<file path="src/rtl/rstSeqPkg.sv">
package rstSeqPkg;
  localparam int CAUSE_W = 5;
  localparam int C_POR = 0;
  localparam int C_BOR = 1;
  localparam int C_PIN = 2;
  localparam int C_WDT = 3;
  localparam int C_SW  = 4;
  localparam int N_TMR = 4;

  typedef enum logic [1:0] {ST_HOLD, ST_DELAY, ST_REL} seqState_t;

  typedef struct packed {
    logic holdCyc;    // in hold: clear timers, accumulate cold flag
    logic enterHold;  // a request interrupts delay or run
    logic loadOsc;    // last hold cycle: reload oscillator code
    logic cntRun;     // delay, oscillator and PLL timers advance
    logic monRun;     // monitor timer advances
  } seqStrobe_t;
endpackage

</file>
<file path="src/rtl/rstSeqTimer.sv">
module rstSeqTimer #(
  parameter int LIMIT = 8,
  parameter int CNT_W = 4,
  parameter bit EARLY = 1'b0
) (
  input  logic clk,
  input  logic arst,
  input  logic clr,
  input  logic run,
  output logic flag
);
  logic [CNT_W-1:0] cnt;
  logic atLast, atEnd;

  assign atLast = (cnt == CNT_W'(LIMIT - 1));
  assign atEnd  = (cnt == CNT_W'(LIMIT));

  always_ff @(posedge clk or posedge arst) begin
    if (arst)             cnt <= '0;
    else if (clr)         cnt <= '0;
    else if (run && !atEnd) cnt <= cnt + 1'b1;
  end

  generate
    if (EARLY) begin : g_early
      assign flag = atLast;
    end else begin : g_end
      assign flag = atEnd;
    end
  endgenerate
endmodule

</file>
<file path="src/rtl/rstSeqCtrl.sv">
module rstSeqCtrl
  import rstSeqPkg::*;
(
  input  logic       clk,
  input  logic       porReq,
  input  logic       anyReq,
  input  logic       delayLast,
  input  logic       oscDone,
  output seqStrobe_t strb,
  output logic       sysRst,
  output logic       runEn
);
  seqState_t state, stateNext;

  always_comb begin
    stateNext = state;
    case (state)
      ST_HOLD:  if (!anyReq) stateNext = ST_DELAY;
      ST_DELAY: if (anyReq) stateNext = ST_HOLD;
                else if (delayLast) stateNext = ST_REL;
      ST_REL:   if (anyReq) stateNext = ST_HOLD;
      default:  stateNext = ST_HOLD;
    endcase
  end

  always_ff @(posedge clk or posedge porReq) begin
    if (porReq) state <= ST_HOLD;
    else        state <= stateNext;
  end

  always_comb begin
    strb.holdCyc   = (state == ST_HOLD);
    strb.enterHold = (state != ST_HOLD) && anyReq;
    strb.loadOsc   = (state == ST_HOLD) && !anyReq;
    strb.cntRun    = (state != ST_HOLD);
    strb.monRun    = (state == ST_REL);
  end

  assign sysRst = (state != ST_REL);
  assign runEn  = (state == ST_REL) && oscDone;

  // any request puts the system back into reset on the next cycle
  assert_req_forces_reset_R5: assert property (@(posedge clk) disable iff (porReq)
    anyReq |=> sysRst) else $error("request did not assert reset");

  // once released, reset stays low while no request arrives
  assert_release_holds_R5: assert property (@(posedge clk) disable iff (porReq)
    (!sysRst && !anyReq) |=> !sysRst) else $error("reset reasserted without request");
endmodule

</file>
<file path="src/rtl/rstSeqData.sv">
module rstSeqData
  import rstSeqPkg::*;
#(
  parameter int POR_DLY = 64,
  parameter int OST_CNT = 128,
  parameter int PLL_CNT = 48,
  parameter int MON_DLY = 8,
  parameter int OSC_W   = 3
) (
  input  logic               clk,
  input  logic               porReq,
  input  seqStrobe_t         strb,
  input  logic               borReq,
  input  logic               pinReq,
  input  logic               wdtReq,
  input  logic               swReq,
  input  logic               clkSwEn,
  input  logic [OSC_W-1:0]   cfgOscSel,
  input  logic [OSC_W-1:0]   curOscSel,
  input  logic               stsWrEn,
  input  logic [CAUSE_W-1:0] stsWrData,
  output logic               delayLast,
  output logic               oscDone,
  output logic               monStart,
  output logic               porFlag,
  output logic [OSC_W-1:0]   oscSel,
  output logic [CAUSE_W-1:0] status
);
  localparam int M01   = (POR_DLY > OST_CNT) ? POR_DLY : OST_CNT;
  localparam int M23   = (PLL_CNT > MON_DLY) ? PLL_CNT : MON_DLY;
  localparam int MAXL  = (M01 > M23) ? M01 : M23;
  localparam int CNT_W = $clog2(MAXL + 1);
  localparam int       LIMS  [N_TMR] = '{POR_DLY, OST_CNT, PLL_CNT, MON_DLY};
  localparam bit       EARLY [N_TMR] = '{1'b1, 1'b0, 1'b0, 1'b1};

  logic [N_TMR-1:0] runVec, flagVec;
  logic             cold;
  logic [CAUSE_W-1:0] stsNext;

  assign runVec = {strb.monRun, strb.cntRun, strb.cntRun, strb.cntRun};

  generate
    for (genvar g = 0; g < N_TMR; g++) begin : g_tmr
      rstSeqTimer #(.LIMIT(LIMS[g]), .CNT_W(CNT_W), .EARLY(EARLY[g])) u_tmr (
        .clk (clk),
        .arst(porReq),
        .clr (strb.holdCyc),
        .run (runVec[g]),
        .flag(flagVec[g])
      );
    end
  endgenerate

  assign delayLast = flagVec[0];
  assign oscDone   = flagVec[1] & flagVec[2];
  assign monStart  = strb.monRun & flagVec[3];

  // cold marks a reset whose reload comes from configuration
  always_ff @(posedge clk or posedge porReq) begin
    if (porReq) begin
      cold    <= 1'b1;
      porFlag <= 1'b1;
    end else if (strb.enterHold) begin
      cold    <= borReq;
      porFlag <= 1'b0;
    end else if (strb.holdCyc) begin
      cold    <= cold | borReq;
    end
  end

  always_ff @(posedge clk or posedge porReq) begin
    if (porReq)            oscSel <= '0;
    else if (strb.loadOsc) oscSel <= (!clkSwEn || cold) ? cfgOscSel : curOscSel;
  end

  always_comb begin
    stsNext = status;
    if (stsWrEn) stsNext = stsNext & stsWrData;
    stsNext[C_BOR] = stsNext[C_BOR] | borReq;
    stsNext[C_PIN] = stsNext[C_PIN] | pinReq;
    stsNext[C_WDT] = stsNext[C_WDT] | wdtReq;
    stsNext[C_SW]  = stsNext[C_SW]  | swReq;
  end

  always_ff @(posedge clk or posedge porReq) begin
    if (porReq) status <= CAUSE_W'(1 << C_POR);
    else        status <= stsNext;
  end

  // with switching off the reload always takes the configured code
  assert_osc_fixed_R9: assert property (@(posedge clk) disable iff (porReq)
    (strb.loadOsc && !clkSwEn) |=> (oscSel == $past(cfgOscSel)))
    else $error("switching disabled but configured code not loaded");

  // a watchdog or software cause is recorded in the following cycle
  assert_cause_sticky_R2: assert property (@(posedge clk) disable iff (porReq)
    (wdtReq || swReq) |=> (status[C_WDT] || status[C_SW]))
    else $error("cause bit not recorded");
endmodule

</file>
<file path="src/rtl/rstSequencer.sv">
module rstSequencer
  import rstSeqPkg::*;
#(
  parameter int POR_DLY = 64,
  parameter int OST_CNT = 128,
  parameter int PLL_CNT = 48,
  parameter int MON_DLY = 8,
  parameter int OSC_W   = 3
) (
  input  logic               clk,
  input  logic               porReq,
  input  logic               supplyLow,
  input  logic               lowVoltEn,
  input  logic               pinReq,
  input  logic               wdtReq,
  input  logic               swReq,
  input  logic               clkSwEn,
  input  logic [OSC_W-1:0]   cfgOscSel,
  input  logic [OSC_W-1:0]   curOscSel,
  input  logic               stsWrEn,
  input  logic [CAUSE_W-1:0] stsWrData,
  output logic               sysRstOut,
  output logic               ordRstOut,
  output logic               porDomRstOut,
  output logic               runEn,
  output logic               monStart,
  output logic [OSC_W-1:0]   oscSel,
  output logic [CAUSE_W-1:0] rstStatus
);
  seqStrobe_t strb;
  logic borReq, anyReq, delayLast, oscDone, porFlag, sysRst;

  assign borReq = supplyLow & lowVoltEn;
  assign anyReq = borReq | pinReq | wdtReq | swReq;

  rstSeqCtrl u_ctrl (
    .clk      (clk),
    .porReq   (porReq),
    .anyReq   (anyReq),
    .delayLast(delayLast),
    .oscDone  (oscDone),
    .strb     (strb),
    .sysRst   (sysRst),
    .runEn    (runEn)
  );

  rstSeqData #(
    .POR_DLY(POR_DLY), .OST_CNT(OST_CNT), .PLL_CNT(PLL_CNT),
    .MON_DLY(MON_DLY), .OSC_W(OSC_W)
  ) u_data (
    .clk      (clk),
    .porReq   (porReq),
    .strb     (strb),
    .borReq   (borReq),
    .pinReq   (pinReq),
    .wdtReq   (wdtReq),
    .swReq    (swReq),
    .clkSwEn  (clkSwEn),
    .cfgOscSel(cfgOscSel),
    .curOscSel(curOscSel),
    .stsWrEn  (stsWrEn),
    .stsWrData(stsWrData),
    .delayLast(delayLast),
    .oscDone  (oscDone),
    .monStart (monStart),
    .porFlag  (porFlag),
    .oscSel   (oscSel),
    .status   (rstStatus)
  );

  assign sysRstOut    = sysRst;
  assign ordRstOut    = sysRst;
  assign porDomRstOut = porFlag & sysRst;

  // the power-on-only domain never re-enters reset without power-on
  assert_pordom_only_por_R10: assert property (@(posedge clk) disable iff (porReq)
    !porDomRstOut |=> !porDomRstOut) else $error("power-on domain reset by warm cause");

  // supply-low with detection off leaves a released system running
  assert_bor_gated_R4: assert property (@(posedge clk) disable iff (porReq)
    (supplyLow && !lowVoltEn && !pinReq && !wdtReq && !swReq && !sysRstOut) |=> !sysRstOut)
    else $error("brown-out acted while disabled");
endmodule

</file>
<file path="config.mk">
export PLATFORM = sky130hd
export DESIGN_NAME = rstSequencer
export DESIGN_NICKNAME = d
export VERILOG_FILES = /design/src/rtl/rstSeqPkg.sv /design/src/rtl/rstSeqTimer.sv /design/src/rtl/rstSeqCtrl.sv /design/src/rtl/rstSeqData.sv /design/src/rtl/rstSequencer.sv
export SDC_FILE = /design/constraint.sdc
export NUM_CORES = 1
export LEC_CHECK = 0
export BUFFER_PORTS_ARGS = -buffer_cell sky130_fd_sc_hd__buf_2
export CORE_UTILIZATION = 60
export DETAILED_ROUTE_END_ITERATION = 7
export PLACE_DENSITY = 0.86
export SLEW_MARGIN = 20
export SYNTH_ARGS = -nofsm -noshare
export SYNTH_HDL_FRONTEND = slang
export SYNTH_HIERARCHICAL = 1
export SYNTH_SLANG_ARGS = --single-unit
</file>
<file path="constraint.sdc">
create_clock -name clk -period 3.4 [get_ports clk]
set_clock_uncertainty 0.1 [all_clocks]
set_input_delay 0.68 -clock clk [delete_from_list [all_inputs] [get_ports clk]]
set_output_delay 0.68 -clock clk [all_outputs]
set_load 0.01 [all_outputs]
</file>
; ---- Word level (Yosys, flattened, before mapping)
; Index checks and enable logic that the tools add are counted.
[totals]
wordCells = 78
register_bits = 44
output_inout_bits = 13
inputBits = 20
[classes]
n_eq_ne = 12
muxes = 17
reduce_logical = 22
addsub = 4
bitwise = 13
[op_table]
columns = op, n
row1 = $mux W8, 8
row2 = $add A8 B1 Y8 const B, 4
row3 = $eq A8 B6 Y1 const B, 2
row4 = $reduce_bool A2 Y1, 6
row5 = $eq A8 B3 Y1 const B, 1
row6 = $eq A8 B4 Y1 const B, 1
row7 = $eq A8 B7 Y1 const B, 1
row8 = $eq A8 B8 Y1 const B, 1
row9 = $mux W2, 4
row10 = $or A1 B1 Y1, 8
row11 = $logic_and A1 B1 Y1, 7
row12 = $logic_not A1 Y1, 6
row13 = $ne A2 B2 Y1 const B, 3
row14 = $pmux W2 S3, 1
row15 = $and A5 B5 Y5, 1
row16 = $mux W5, 1
row17 = $and A1 B1 Y1, 4
row18 = $mux W3, 1
row19 = $ne A3 B2 Y1 const B, 1
row20 = $reduce_and A3 Y1, 1
row21 = $eq A2 B1 Y1 const B, 1
row22 = $eq A2 B2 Y1 const B, 1
row23 = $logic_not A2 Y1, 1
row24 = $mux W1, 2
row25 = $logic_or A1 B1 Y1, 1

; ---- Longest topological paths before layout
[logic_depth]
depth_word = 6
mapped_depth = 7
depth_no_buf = 6

; ---- Hierarchy
; The synthesis kept the hierarchy.
[by_module_without_submodules]
columns = mod, cells_each, area_each_um2, seq_area_each_um2, n_inst
row1 = rstSeqTimer (u_data.g_tmr[0].u_tmr ...), 48, 460.4, 200.2, 2
row2 = rstSeqData, 41, 469.2, 254.0, 1
row3 = rstSeqTimer (u_data.g_tmr[3].u_tmr), 50, 452.9, 200.2, 1
row4 = rstSeqTimer (u_data.g_tmr[2].u_tmr), 48, 447.9, 200.2, 1
row5 = rstSeqCtrl, 14, 130.1, 50.0, 1
row6 = rstSequencer, 4, 32.5, 0.0, 1

; ---- Worst setup path after synthesis
; OpenSTA, ideal clock, no wires.
[synth_path]
path_kind = flip-flop to output port
start = reg u_data.g_tmr[1].u_tmr.cnt[0]
end = out runEn
path_slack_ns = 1.354
n_path_buf = 0
path_stages_with_launch = 7
arrival_time_ns = 1.266
required_time_ns = 2.620
path_cell_list = dfrtp_1 inv_1 ha_1 nor4b_2 and3_2 and2_1 and2_1
[synth_between]
elab_chain_len = 3
[synth_lines]
columns = item, line_no
row1 = start: declaration, rstSeqTimer.sv:12  ; logic [CNT_W-1:0] cnt;
row2 = start signal: assignment, rstSeqTimer.sv:21  ; else if (run && !atEnd) cnt <= cnt + 1'b1;
row3 = $eq A8 B8 Y1, rstSeqTimer.sv:16  ; assign atEnd = (cnt == CNT_W'(LIMIT));
row4 = net u_data.flagVec[1], rstSeqData.sv:36  ; logic [N_TMR-1:0] runVec, flagVec;
row5 = $and A1 B1 Y1, rstSeqData.sv:55  ; assign oscDone = flagVec[1] & flagVec[2];
row6 = net oscDone, rstSequencer.sv:31  ; logic borReq, anyReq, delayLast, oscDone, porFlag, sysRst;
row7 = $logic_and A1 B1 Y1, rstSeqCtrl.sv:40  ; assign runEn = (state == ST_REL) && oscDone;
row8 = end: declaration, rstSequencer.sv:25  ; output logic runEn,
; The timed path passes the listed nets, and every way through them passes these cells.

; ---- Final worst setup path
; Same ends and word-level chain as after synthesis.

==> flow_metrics.py <==
metrics = {
    "synthesis": {
        "synth_area_um2": 2454,
        "ys_ff_latch": 44,
        "yosys_warnings": 6,
        "async_flop_share_pct": 100.0,
        "synth-edff-count": 0,
        "yosysTopAreaCell": "dfrtp_1",
        "synthFlopType": "dfrtp_1",
        "synth_top_area_share_pct": 41.82,
        "netlist_instances": 253,
        "synth_cell_type_count": 54,
        "netlist_top_cells_area": "dfrtp_1, ha_1, inv_1, nand2b_1, a21oi_1",
        "synth_nets": 281,
        "yosysSeqAreaShare_pct": 45.03,
        "avgSynthCellArea_um2": 9.698,
    },
    "power": {
        "p_sw_share_pct": 23.69,
        "ir_drop_mv": 0.2462,
        "p_clk_share_pct": 34.3,
        "powerDensity_nw_per_um2": 352.6,
        "combPwrFrac_pct": 9.0,
        "p_leak_nw": 1.194,
        "finalPower_mw": 0.9658,
        "p_int_mw": 0.7370,
        "p_switching_mw": 0.2288,
        "p_seq_share_pct": 56.7,
    },
    "critical_path": {
        "arrival_ns": 1.74,
        "worstSetupEndpointType": "output pin",
        "critPathLaunchType": "register",
        "crit_top_cell": "and2_1",
        "crit_path_max_incr_delay_ns": 0.41,
        "path_class": "register to output pin",
        "path_buf_inv": 2,
        "worst_path_dominant_cell_family": "simple AND/OR/NAND/NOR gates",
        "crit_fanout": 4,
        "regToRegStartpoint": "u_ctrl/state[0]",
        "crit_chain": "inv_1 -> ha_1 -> nor4b_2 -> and3_2 -> and2_1 -> and2_1 -> buf_2",
        "r2r_cells": 5,
        "required_ns": 2.62,
        "cp.depth": 7,
        "crit_path_start": "u_data/g_tmr[1].u_tmr/cnt[0]",
        "slowest_stage": "dfrtp_1",
    },
    "timing": {
        "final_max_slew_viol_count": 0,
        "worstMarginPinSlew_ns": 0.6310,
        "tns_ns": 0,
        "rsz0062_at_grt": "no",
        "slew-limit-headroom_pct": 57.89,
        "post-route-min-period_ns": 2.520,
        "whs_ns": 0.1806,
        "fin_crit_sh_pct": 74.12,
        "finalHoldViolCount": 0,
        "finalSetupViolCount": 0,
        "worst_slack_ns": 0.8798,
        "max_freq_mhz": 396.8,
    },
    "layout": {
        "drive_gt1_share_pct": 24.39,
        "antenna_cells": 0,
        "syn_to_final_growth_pct": 11.63,
        "nets": 314,
        "nFillCells": 267,
    },
    "route": {
        "firstDrtPassIters": 4,
        "drtIter0Drc": 139,
        "antenna_left": 0,
        "drc": 0,
        "wire_per_inst_um": 14.09,
        "via_count": 1916,
        "wirelength_mm": 4.720,
        "vias_per_cell": 5.719,
    },
    "cts": {
        "cts_htree_levels": 2,
        "cts_setup_buffers": 0,
        "hold_buffers": 0,
        "clock_latency_ns": 0.30,
        "clk_pin_slew_ns": 0.08,
        "cts-resized-gates": 0,
        "cts_made_buffers": 5,
        "clkSinkCount": 44,
        "clockRootBuffer": "clkbuf_8",
        "cts_tree": "done",
        "cts_buffer_depth": 2,
    },
    "place": {
        "io_buffers": 32,
        "dp_slack_ns": 1.193,
        "place_congestion": 0.8299,
        "dp_hpwl_mm": 3.498,
    },
    "floorplan": {
        "core_area_um2": 3799,
        "dieArea_um2": 4349,
        "rows": 22,
        "start_util_pct": 64.59,
        "die_w_um": 65.95,
        "die_y_um": 65.95,
        "io_pins": 33,
    },
    "hold_path": {
        "hold_class": "input pin to asynchronous set/reset pin",
    },
    "run_status": {
        "outcome": "complete, no violations",
    },
    "grt": {
        "grt_pass1_vias": 1873,
        "antenna_found_initial": 0,
        "grt_pass1_wl_mm": 7.886,
        "gr-total-overflow": 0,
        "grt_max_degree": 24,
        "grtUsageTotal_pct": 23.97,
    },
    "run": {
        "drv_cap": 0,
    },
}
==> synth_stat cells (2+ instances only) <==
cell type  count
dfstp_2        3
nor4_1         2
nand2_1       18
nand4_1       10
o2111ai_1      2
nor3_1         2
ha_1           8
mux2i_1        3
nand4b_1       3
or4_4          2
a21oi_1       16
buf_1          2
nor2_1        20
mux2_4         3
dfrtp_1       41
xor2_1         8
a21o_1         4
o21ai_0       11
nor2b_4        2
inv_1         22
nand3_1        8
clkbuf_1       2
nand2b_1      13
buf_4          3
and2_1         4
or3_1          8
o31ai_1        3
o211ai_2       3
or4_1          2
==> cells in the final DEF (no fill, tap or decap), types with 3 or more instances in the layout <==
cell,netlist,routed
a21o_1,4,4
a21oi_1,16,16
and2_1,4,4
buf_2,1,32
clkbuf_8,0,6
dfrtp_1,41,41
dfstp_2,3,3
ha_1,8,8
inv_1,22,22
mux2_4,3,3
mux2i_1,3,3
nand2_1,18,18
nand2b_1,13,13
nand3_1,8,8
nand4_1,10,10
nand4b_1,3,3
nor2_1,20,20
o211ai_2,3,3
o21ai_0,11,11
o31ai_1,3,3
or3_1,8,8
xor2_1,8,8
==> cell type report <==
type | count | area (µm²) | area share, %
Tap cell | 48 | 60.06 | 2.193
Multi-Input combinational cell | 179 | 1224 | 44.68
Inverter | 22 | 82.58 | 3.015
Sequential cell | 44 | 1105 | 40.34
Timing Repair Buffer | 34 | 175.2 | 6.396
Clock buffer | 6 | 82.58 | 3.015
Clock inverter | 2 | 10.01 | 0.3655
==> registers in the layout, indices dropped and copies added, names as in the netlist <==
register,count
u_data/g_tmr.u_tmr/cnt,32
u_data/status,5
u_data/oscSel,3
u_ctrl/state,2
u_data/cold,1
u_data/porFlag,1
==> metrics by stage <==
step                      instance area (µm²)  util [%]  std cells
after floorplan                          2454         -        253
after global placement                   2646     69.66        327
after detailed placement                 2646     69.66        327
after CTS                                2739     72.10        335
final                                    2739     72.10        335
after global routing                     2739     72.10        335
==> metal layers <==
layer	vias to the layer above	routed length [µm]	track usage [%]
li1	947	-	-
met4	0	83	9.309
met2	54	2208	41.20
met1	908	2145	28.41
met5	-	0	0
met3	7	282	6.379
==> power by group through the flow <==
stage / Combinational (mW) / Sequential (mW) / Clock [mW]
5_1_grt: 0.0957 / 0.549 / 0.363
3_3_place_gp: 0.0840 / 0.557 / 0
4_1_cts: 0.0881 / 0.548 / 0.345
2_1_floorplan: 0.0455 / 0.563 / 0
6_report: 0.0865 / 0.548 / 0.331
3_5_place_dp: 0.0871 / 0.558 / 0
==> worst paths after layout <==
kind                                                 to  slack [ns]
min in group clk                       u_data/status[2]        0.38
hold reg to reg                        u_data/status[2]        0.38
setup / recovery                                  runEn        0.88
hold / removal                          u_ctrl/state[1]        0.18
max in group asynchronous                   u_data/cold        2.58
setup reg to reg           u_data/g_tmr[2].u_tmr/cnt[0]        1.29
==> logic make-up after synthesis <==
logic type / count (synthesis) / synth area share [%]
adders and majority gates: 8 / 4.080
AOI/OAI and AO/OA: 50 / 13.92
buffers and inverters: 30 / 5.099
muxes: 7 / 3.518
and+or+nand+nor: 106 / 25.50
xor gates and xnor gates: 8 / 2.856
DFF: 44 / 45.03
Note: power is estimated with default switching activity, not from simulation.
